$ cat config.mk
export PLATFORM = sky130hd
export DESIGN_NAME = debug_halt_ctrl
export DESIGN_NICKNAME = d
export VERILOG_FILES = /design/src/rtl/dbg_halt_pkg.sv /design/src/rtl/dbg_cmd_gate.sv /design/src/rtl/dbg_halt_srcs.sv /design/src/rtl/dbg_core_fsm.sv /design/src/rtl/debug_halt_ctrl.sv
export SDC_FILE = /design/constraint.sdc
export NUM_CORES = 1
export LEC_CHECK = 0
export BUFFER_PORTS_ARGS = -buffer_cell sky130_fd_sc_hd__buf_2
export CAP_MARGIN = 20
export CORE_ASPECT_RATIO = 1.1
export CORE_MARGIN = 8
export CORE_UTILIZATION = 44
export DETAILED_ROUTE_END_ITERATION = 8
export GPL_ROUTABILITY_DRIVEN = 1
export PLACE_DENSITY = 0.88
export SETUP_SLACK_MARGIN = 0.2
export SLEW_MARGIN = 20
export SYNTH_ARGS = -nofsm -noshare
export SYNTH_HDL_FRONTEND = slang
export SYNTH_SLANG_ARGS = --single-unit
$ cat constraint.sdc
create_clock -name clk -period 2.8 [get_ports clk]
set_input_delay 0.56 -clock clk [delete_from_list [all_inputs] [get_ports clk]]
set_output_delay 0.56 -clock clk [all_outputs]
set_load 0.01 [all_outputs]
$ cat src/rtl/dbg_halt_pkg.sv
package dbg_halt_pkg;

    localparam int ST_W    = 3;
    localparam int OP_W    = 4;
    localparam int REC_W   = 2;
    localparam int NCAUSE  = 5;
    localparam int NEN     = NCAUSE - 1;
    localparam int SRC_W   = 10;

    // halt source bit positions
    localparam int SRC_PIN_POR   = 0;
    localparam int SRC_PIN_FRC   = 1;
    localparam int SRC_EN_BASE   = 2;
    localparam int SRC_BGND      = SRC_EN_BASE + NEN;
    localparam int SRC_INSTR     = SRC_BGND + 1;
    localparam int SRC_BKPT      = SRC_INSTR + 1;
    localparam int SRC_TRACE     = SRC_BKPT + 1;

    // reset cause bit positions
    localparam int RC_POR    = 0;
    localparam int RC_FORCED = 1;

    typedef enum logic [ST_W-1:0] {
        CS_RUN  = 3'd0,
        CS_HALT = 3'd1,
        CS_STOP = 3'd2,
        CS_WAIT = 3'd3,
        CS_STEP = 3'd4
    } core_st_e;

    typedef enum logic [1:0] {
        CC_ALWAYS  = 2'd0,
        CC_NONINTR = 2'd1,
        CC_ACTIVE  = 2'd2,
        CC_NONE    = 2'd3
    } cmd_cls_e;

    localparam logic [OP_W-1:0] OP_RD_CTRL = 4'd0;
    localparam logic [OP_W-1:0] OP_WR_CTRL = 4'd1;
    localparam logic [OP_W-1:0] OP_BGND    = 4'd2;
    localparam logic [OP_W-1:0] OP_MEM     = 4'd3;
    localparam logic [OP_W-1:0] OP_MEM_ST  = 4'd4;
    localparam logic [OP_W-1:0] OP_DREG    = 4'd5;
    localparam logic [OP_W-1:0] OP_CPUREG  = 4'd6;
    localparam logic [OP_W-1:0] OP_STEP    = 4'd7;
    localparam logic [OP_W-1:0] OP_GO      = 4'd8;

    function automatic cmd_cls_e op_class(input logic [OP_W-1:0] op);
        case (op)
            OP_RD_CTRL, OP_WR_CTRL, OP_BGND: return CC_ALWAYS;
            OP_MEM, OP_MEM_ST, OP_DREG:      return CC_NONINTR;
            OP_CPUREG, OP_STEP, OP_GO:       return CC_ACTIVE;
            default:                         return CC_NONE;
        endcase
    endfunction

    function automatic logic is_low_power(input core_st_e st);
        return (st == CS_STOP) || (st == CS_WAIT);
    endfunction

endpackage

$ cat src/rtl/dbg_cmd_gate.sv
module dbg_cmd_gate
    import dbg_halt_pkg::*;
(
    input  logic            clk,
    input  logic            rst,
    input  logic            cmd_valid_i,
    input  logic [OP_W-1:0] cmd_op_i,
    input  logic            secure_i,
    input  logic            dbg_en_i,
    input  core_st_e        state_i,
    output logic            cmd_acc_o,
    output logic            cmd_err_o,
    output logic            go_o,
    output logic            step_o,
    output logic            bgnd_o
);

    cmd_cls_e cls;
    logic     unlocked;
    logic     ok;

    always_comb begin
        cls      = op_class(cmd_op_i);
        unlocked = !secure_i && dbg_en_i;
        case (cls)
            CC_ALWAYS:  ok = 1'b1;
            CC_NONINTR: ok = unlocked && !is_low_power(state_i);
            CC_ACTIVE:  ok = unlocked && ((state_i == CS_HALT) ||
                             (cmd_op_i == OP_CPUREG && state_i == CS_STOP));
            default:    ok = 1'b0;
        endcase
    end

    assign go_o   = cmd_valid_i && ok && (cmd_op_i == OP_GO);
    assign step_o = cmd_valid_i && ok && (cmd_op_i == OP_STEP);
    assign bgnd_o = cmd_valid_i && ok && (cmd_op_i == OP_BGND);

    always_ff @(posedge clk) begin
        if (rst) begin
            cmd_acc_o <= 1'b0;
            cmd_err_o <= 1'b0;
        end else begin
            cmd_acc_o <= cmd_valid_i && ok;
            cmd_err_o <= cmd_valid_i && !ok;
        end
    end

    AST_ALWAYS_ACCEPTED: assert property (@(posedge clk) disable iff (rst)
        (cmd_valid_i && cmd_op_i <= OP_BGND) |=> cmd_acc_o);

    AST_LOCKED_REJECT: assert property (@(posedge clk) disable iff (rst)
        (cmd_valid_i && (secure_i || !dbg_en_i) && cmd_op_i > OP_BGND)
        |=> (cmd_err_o && !cmd_acc_o));

    AST_ONE_OUTCOME: assert property (@(posedge clk) disable iff (rst)
        !(cmd_acc_o && cmd_err_o));

    AST_NO_CMD_NO_PULSE: assert property (@(posedge clk) disable iff (rst)
        !cmd_valid_i |=> (!cmd_err_o && !cmd_acc_o));

    AST_LOWPOWER_NONINTR: assert property (@(posedge clk) disable iff (rst)
        (cmd_valid_i && is_low_power(state_i) && cmd_op_i >= OP_MEM && cmd_op_i <= OP_DREG)
        |=> cmd_err_o);

endmodule

$ cat src/rtl/dbg_halt_srcs.sv
module dbg_halt_srcs
    import dbg_halt_pkg::*;
#(
    parameter logic [2**REC_W-1:0] TRACE_HALT_MODES = 4'b1010
) (
    input  core_st_e          state_i,
    input  logic [NCAUSE-1:0] rst_cause_i,
    input  logic [NEN-1:0]    halt_en_i,
    input  logic              dbg_pin_i,
    input  logic              bgnd_i,
    input  logic              halt_instr_i,
    input  logic              dbg_en_i,
    input  logic              bkpt_trig_i,
    input  logic              bkpt_halt_i,
    input  logic              tbuf_full_i,
    input  logic [REC_W-1:0]  rec_mode_i,
    output logic [SRC_W-1:0]  src_o
);

    logic [NEN-1:0] en_hit;

    for (genvar k = 0; k < NEN; k++) begin : g_cause
        assign en_hit[k] = rst_cause_i[k+1] && halt_en_i[k];
    end

    logic active;
    logic executing;

    always_comb begin
        active    = (state_i != CS_HALT);
        executing = (state_i == CS_RUN) || (state_i == CS_STEP);
        src_o = '0;
        src_o[SRC_PIN_POR] = rst_cause_i[RC_POR] && !dbg_pin_i;
        src_o[SRC_PIN_FRC] = rst_cause_i[RC_FORCED] && !dbg_pin_i;
        src_o[SRC_EN_BASE +: NEN] = en_hit;
        src_o[SRC_BGND]  = bgnd_i;
        src_o[SRC_INSTR] = halt_instr_i && dbg_en_i && executing;
        src_o[SRC_BKPT]  = bkpt_trig_i && bkpt_halt_i && executing;
        src_o[SRC_TRACE] = tbuf_full_i && TRACE_HALT_MODES[rec_mode_i] && executing;
        if (!active) src_o = '0;
    end

endmodule

$ cat src/rtl/dbg_core_fsm.sv
module dbg_core_fsm
    import dbg_halt_pkg::*;
(
    input  logic             clk,
    input  logic             rst,
    input  logic [SRC_W-1:0] src_i,
    input  logic             go_i,
    input  logic             step_i,
    input  logic             instr_done_i,
    input  logic             stop_req_i,
    input  logic             wait_req_i,
    input  logic             wake_evt_i,
    output core_st_e         state_o,
    output logic             halt_req_o,
    output logic             wake_req_o,
    output logic [SRC_W-1:0] halt_src_o
);

    core_st_e state_q;
    logic     any_src;

    assign any_src = |src_i;
    assign state_o = state_q;

    always_ff @(posedge clk) begin
        if (rst) begin
            state_q    <= CS_RUN;
            halt_req_o <= 1'b0;
            wake_req_o <= 1'b0;
            halt_src_o <= '0;
        end else begin
            halt_req_o <= 1'b0;
            wake_req_o <= 1'b0;
            if (any_src) begin
                state_q    <= CS_HALT;
                halt_req_o <= 1'b1;
                halt_src_o <= src_i;
                wake_req_o <= src_i[SRC_BGND] && is_low_power(state_q);
            end else begin
                case (state_q)
                    CS_HALT: begin
                        if (go_i)        state_q <= CS_RUN;
                        else if (step_i) state_q <= CS_STEP;
                    end
                    CS_STEP: if (instr_done_i) state_q <= CS_HALT;
                    CS_RUN: begin
                        if (stop_req_i)      state_q <= CS_STOP;
                        else if (wait_req_i) state_q <= CS_WAIT;
                    end
                    CS_STOP, CS_WAIT: if (wake_evt_i) state_q <= CS_RUN;
                    default: state_q <= CS_RUN;
                endcase
            end
        end
    end

    AST_HALT_REQ_IN_HALT: assert property (@(posedge clk) disable iff (rst)
        halt_req_o |-> (state_q == CS_HALT && halt_src_o != '0));

    AST_HALT_REQ_SINGLE: assert property (@(posedge clk) disable iff (rst)
        halt_req_o |=> !halt_req_o);

    AST_WAKE_TO_HALT: assert property (@(posedge clk) disable iff (rst)
        wake_req_o |-> (state_q == CS_HALT && halt_src_o[SRC_BGND]));

    AST_GO_RUNS: assert property (@(posedge clk) disable iff (rst)
        (state_q == CS_HALT && go_i) |=> state_q == CS_RUN);

    AST_STEP_RETURNS: assert property (@(posedge clk) disable iff (rst)
        (state_q == CS_STEP && instr_done_i && !any_src) |=> (state_q == CS_HALT && !halt_req_o));

    AST_STOP_ENTRY: assert property (@(posedge clk) disable iff (rst)
        (state_q == CS_RUN && stop_req_i && !any_src) |=> state_q == CS_STOP);

endmodule

$ cat src/rtl/debug_halt_ctrl.sv
module debug_halt_ctrl
    import dbg_halt_pkg::*;
#(
    parameter logic [2**REC_W-1:0] TRACE_HALT_MODES = 4'b1010
) (
    input  logic              clk,
    input  logic              rst,
    input  logic [NCAUSE-1:0] rst_cause_i,
    input  logic [NEN-1:0]    halt_en_i,
    input  logic              dbg_pin_i,
    input  logic              cmd_valid_i,
    input  logic [OP_W-1:0]   cmd_op_i,
    input  logic              halt_instr_i,
    input  logic              instr_done_i,
    input  logic              bkpt_trig_i,
    input  logic              bkpt_halt_i,
    input  logic              tbuf_full_i,
    input  logic [REC_W-1:0]  rec_mode_i,
    input  logic              secure_i,
    input  logic              dbg_en_i,
    input  logic              stop_req_i,
    input  logic              wait_req_i,
    input  logic              wake_evt_i,
    output logic [ST_W-1:0]   core_state_o,
    output logic              halt_req_o,
    output logic              cmd_acc_o,
    output logic              cmd_err_o,
    output logic              wake_req_o,
    output logic [SRC_W-1:0]  halt_src_o
);

    core_st_e         state;
    logic             go, step, bgnd;
    logic [SRC_W-1:0] src;

    dbg_cmd_gate u_gate (
        .clk         (clk),
        .rst         (rst),
        .cmd_valid_i (cmd_valid_i),
        .cmd_op_i    (cmd_op_i),
        .secure_i    (secure_i),
        .dbg_en_i    (dbg_en_i),
        .state_i     (state),
        .cmd_acc_o   (cmd_acc_o),
        .cmd_err_o   (cmd_err_o),
        .go_o        (go),
        .step_o      (step),
        .bgnd_o      (bgnd)
    );

    dbg_halt_srcs #(.TRACE_HALT_MODES(TRACE_HALT_MODES)) u_srcs (
        .state_i      (state),
        .rst_cause_i  (rst_cause_i),
        .halt_en_i    (halt_en_i),
        .dbg_pin_i    (dbg_pin_i),
        .bgnd_i       (bgnd),
        .halt_instr_i (halt_instr_i),
        .dbg_en_i     (dbg_en_i),
        .bkpt_trig_i  (bkpt_trig_i),
        .bkpt_halt_i  (bkpt_halt_i),
        .tbuf_full_i  (tbuf_full_i),
        .rec_mode_i   (rec_mode_i),
        .src_o        (src)
    );

    dbg_core_fsm u_fsm (
        .clk          (clk),
        .rst          (rst),
        .src_i        (src),
        .go_i         (go),
        .step_i       (step),
        .instr_done_i (instr_done_i),
        .stop_req_i   (stop_req_i),
        .wait_req_i   (wait_req_i),
        .wake_evt_i   (wake_evt_i),
        .state_o      (state),
        .halt_req_o   (halt_req_o),
        .wake_req_o   (wake_req_o),
        .halt_src_o   (halt_src_o)
    );

    assign core_state_o = state;

    AST_INSTR_NEEDS_ENABLE: assert property (@(posedge clk) disable iff (rst)
        (!dbg_en_i && halt_instr_i && state == CS_RUN && rst_cause_i == '0 && !bgnd
         && !bkpt_trig_i && !tbuf_full_i) |=> !halt_req_o);

    AST_REJECT_KEEPS_STATE: assert property (@(posedge clk) disable iff (rst)
        (cmd_valid_i && (secure_i || !dbg_en_i) && cmd_op_i > OP_BGND && src == '0
         && state == CS_HALT) |=> core_state_o == $past(core_state_o));

endmodule

==> results by group <==
Yosys
  • Post-Synth XOR/XNOR Area: 0%
  • Synth Area in Simple Gates: approximately 27%
  • Post-synth EDFFs: 0
  • Syn Std Cell Area: 928 um^2
  • Library cells used by synthesis: 39
  • Syn_area_per_cell: 9.88 um^2
  • Main combinational cell family by area after synthesis: simple AND/OR/NAND/NOR gates
  • Mux contribution to synthesized area: 0%
  • Adder-Cell Fraction of Synth Area: between 4 and 5%
  • Complex-gate fraction of the synthesized area: 25.1%
  • Register bit count reported by yosys: 17
  • Ys flop type: dfxtp_1
  • Syn nets: 126
  • Post-synthesis sequential area ratio: 36.7%
  • Async set-reset flop share out of synthesis: 0%
  • Synth Instances: 94
  • Synthesis warning total: 0

Routing
  • DR vias/cell: 5.47
  • Per-cell routed wire length: 14.8 um
  • Iter 0 DRT Violations: 34
  • Post-route ant nets: 0
  • Final WL: around 2400 um
  • Post-route DRC: 0
  • Vias: 903
  • Length of the first detailed-routing pass in iterations: 4

Timing
  • Fin crit period: 2.45 ns
  • Fin. max-slew vios: 0
  • Tcrit/Tclk final: 87.6%
  • RSZ-0062 raised after global routing: false
  • Slew headroom: ~55%
  • Sum Neg Setup Slack: 0 ns
  • Worst Tran Pin Value: between 0.6 and 0.7 ns
  • Final hold violations: 0
  • Setup WS post-layout: 0.347 ns
  • Max Fclk: 408 MHz
  • Final Setup Violations: 0
  • Worst Clk Skew: 0.000614 ns

Clocking
  • H-tree levels: 1
  • CTS Root Cell: clkbuf_4
  • CTS tree: yes
  • Post-CTS Hold Buffers: 0
  • Num CTS Buffers: 3
  • Clk buf depth: 2
  • Clock Sinks: 17
  • Clock Pin Slew Worst Setup and Hold Paths: about 0.090 ns
  • Post-CTS Setup Inserts: 0
  • Clk Latency, worst-skew pair: 0.28 ns
  • Post-CTS sizing: 0

Floorplan
  • Core area: 2000 um^2
  • Row cnt: 17
  • Die outline area: 3840 um^2
  • Initial core utilization: 46.4%
  • Die W: 59.8 um
  • Die height: 64.2 um
  • I/O pin total: 46

Layout
  • Antenna cells: 0
  • Fill count: 198
  • Most frequent cells in the layout: buf_2 (44), dfxtp_1 (17), nor2_1 (8)
  • Area grow syn2layout: 25.9%
  • Final net count: 170
  • Util after Layout: 58.4%
  • Layout cells sized above 1: 40.1%
  • Commonest non-fill, non-tap cell in the layout: buf_2

Worst hold path
  • Min-Delay Path Class: flop to flop

Critical path
  • Crit end category: flop
  • Cell Chain, Critical Path: buf_2, o21ai_0, nand3_1, inv_1, ha_1, nor4b_4, a2111o_1, or2_4, a2111oi_2, a21oi_1
  • Critical path's top delay family: compound AO/OA/AOI/OAI gates
  • Worst Path Arrival: 2.62 ns
  • CP max FO: 7
  • Max incr delay on CP: ~0.45 ns
  • Critical Path RT: about 3.0 ns
  • Worst path bufs/invs: 2
  • Kind of critical path: primary input to flop
  • Critical-path top delay cell: a2111o_1
  • Startpoint Class: primary input

Placed design
  • IO Port Bufs: 44
  • Placer Congestion: ~0.82
  • DPL Wire Length: 2020 um
  • Pre-CTS setup slack: 0.0383 ns

Global routing
  • Largest net degree at the start of global routing: 14
  • First-pass GRT wire length: 3790 um
  • Total GRT Usage: about an eighth
  • Vias in the first global route: just over 900
  • Initial antenna violation count: 0
  • Grt ovf: 0

Status
  • Status: complete, no violations

Pwr
  • Leak: 0.531 nW
  • Power per Cell Area: between 400 and 500 nW/um^2
  • Peak supply drop: 0.250 mV

Run
  • Max_cap viols: 0
==> cells in the mapped netlist, types with 2 or more instances <==
master | number | share of area [%]
a2111oi_2 | 2 | 3.2
a21oi_1 | 3 | 1.6
a22o_1 | 2 | 1.9
a22oi_1 | 2 | 1.6
a32o_1 | 7 | 7.5
buf_4 | 2 | 1.6
buf_6 | 2 | 2.4
dfxtp_1 | 17 | 37
ha_1 | 3 | 4.0
inv_1 | 7 | 2.8
nand3_1 | 2 | 1.1
nand3b_1 | 2 | 1.6
nor2_1 | 8 | 3.2
nor3_1 | 6 | 3.2
nor3_2 | 2 | 2.2
nor3b_1 | 2 | 1.6
nor4b_1 | 3 | 2.8
==> per-stage QoR <==
stage | hold slack, ns | power (mW) | instance area (um^2) | instances
3_5_place_dp | 0.450 | 0.397 | 1140 | 161
2_1_floorplan | 0.510 | 0.351 | 928 | 94
6_report | 0.468 | 0.515 | 1170 | 165
3_3_place_gp | 0.442 | 0.391 | 1140 | 161
4_1_cts | 0.471 | 0.520 | 1170 | 165
5_1_grt | 0.485 | 0.546 | 1170 | 165
==> kinds of logic after synthesis <==
logic type	Yosys count
adder cells (fa/ha/maj)	3
flip-flops	17
AND/OR/NAND/NOR	36
buffers and inverters	12
AO/OA/AOI/OAI	26
==> routing by layer <==
| metal | global-route usage, % | up-vias | share of wire [%] |
|---|---|---|---|
| li1 | - | 454 | - |
| met1 | 12.2 | 401 | 39 |
| met4 | 6.27 | 0 | 1.1 |
| met2 | 22.3 | 46 | 50 |
| met5 | 0 | - | 0 |
| met3 | 3.60 | 2 | 9.5 |
==> power breakdown <==
part	internal [mW]	switching [mW]	total [mW]	leakage [nW]
Sequential	0.255	0.0109	0.266	0.139
Combinational	0.0581	0.0673	0.125	0.377
Clock	0.0553	0.0690	0.124	0.0150
Total	0.368	0.147	0.515	0.531
==> area by class of cell <==
type / count / area, um^2 / share of cell area, %
clock buffer: 4 / 26.3 / 2.25
inverter: 7 / 26.3 / 2.25
multi-input combinational: 65 / 520 / 44.5
sequential: 17 / 340 / 29.1
tap: 28 / 35.0 / 3.00
timing repair buffer: 44 / 220 / 18.8
==> worst paths after layout <==
path	cells after the start	end	start	slack, ns
worst min-delay path	1	u_fsm.halt_src_o[3]$_SDFFE_PP0P_	u_fsm.halt_src_o[3]$_SDFFE_PP0P_	0.47
worst max register to register	5	u_fsm.state_o[1]$_SDFFE_PP0P_	u_fsm.state_o[2]$_SDFFE_PP0P_	0.57
worst max-delay path	10	u_fsm.state_o[0]$_SDFFE_PP0P_	cmd_op_i[1]	0.35
worst min register to register	1	u_fsm.halt_src_o[3]$_SDFFE_PP0P_	u_fsm.halt_src_o[3]$_SDFFE_PP0P_	0.47
==> flip-flops by register name, indices dropped and copies added (netlist names) <==
register	count
u_fsm.state_o	3
u_gate.cmd_err_o	1
u_fsm.wake_req_o	1
u_gate.cmd_acc_o	1
u_fsm.halt_src_o	10
u_fsm.halt_req_o	1
No activity file was read; power rests on OpenSTA's default activity.
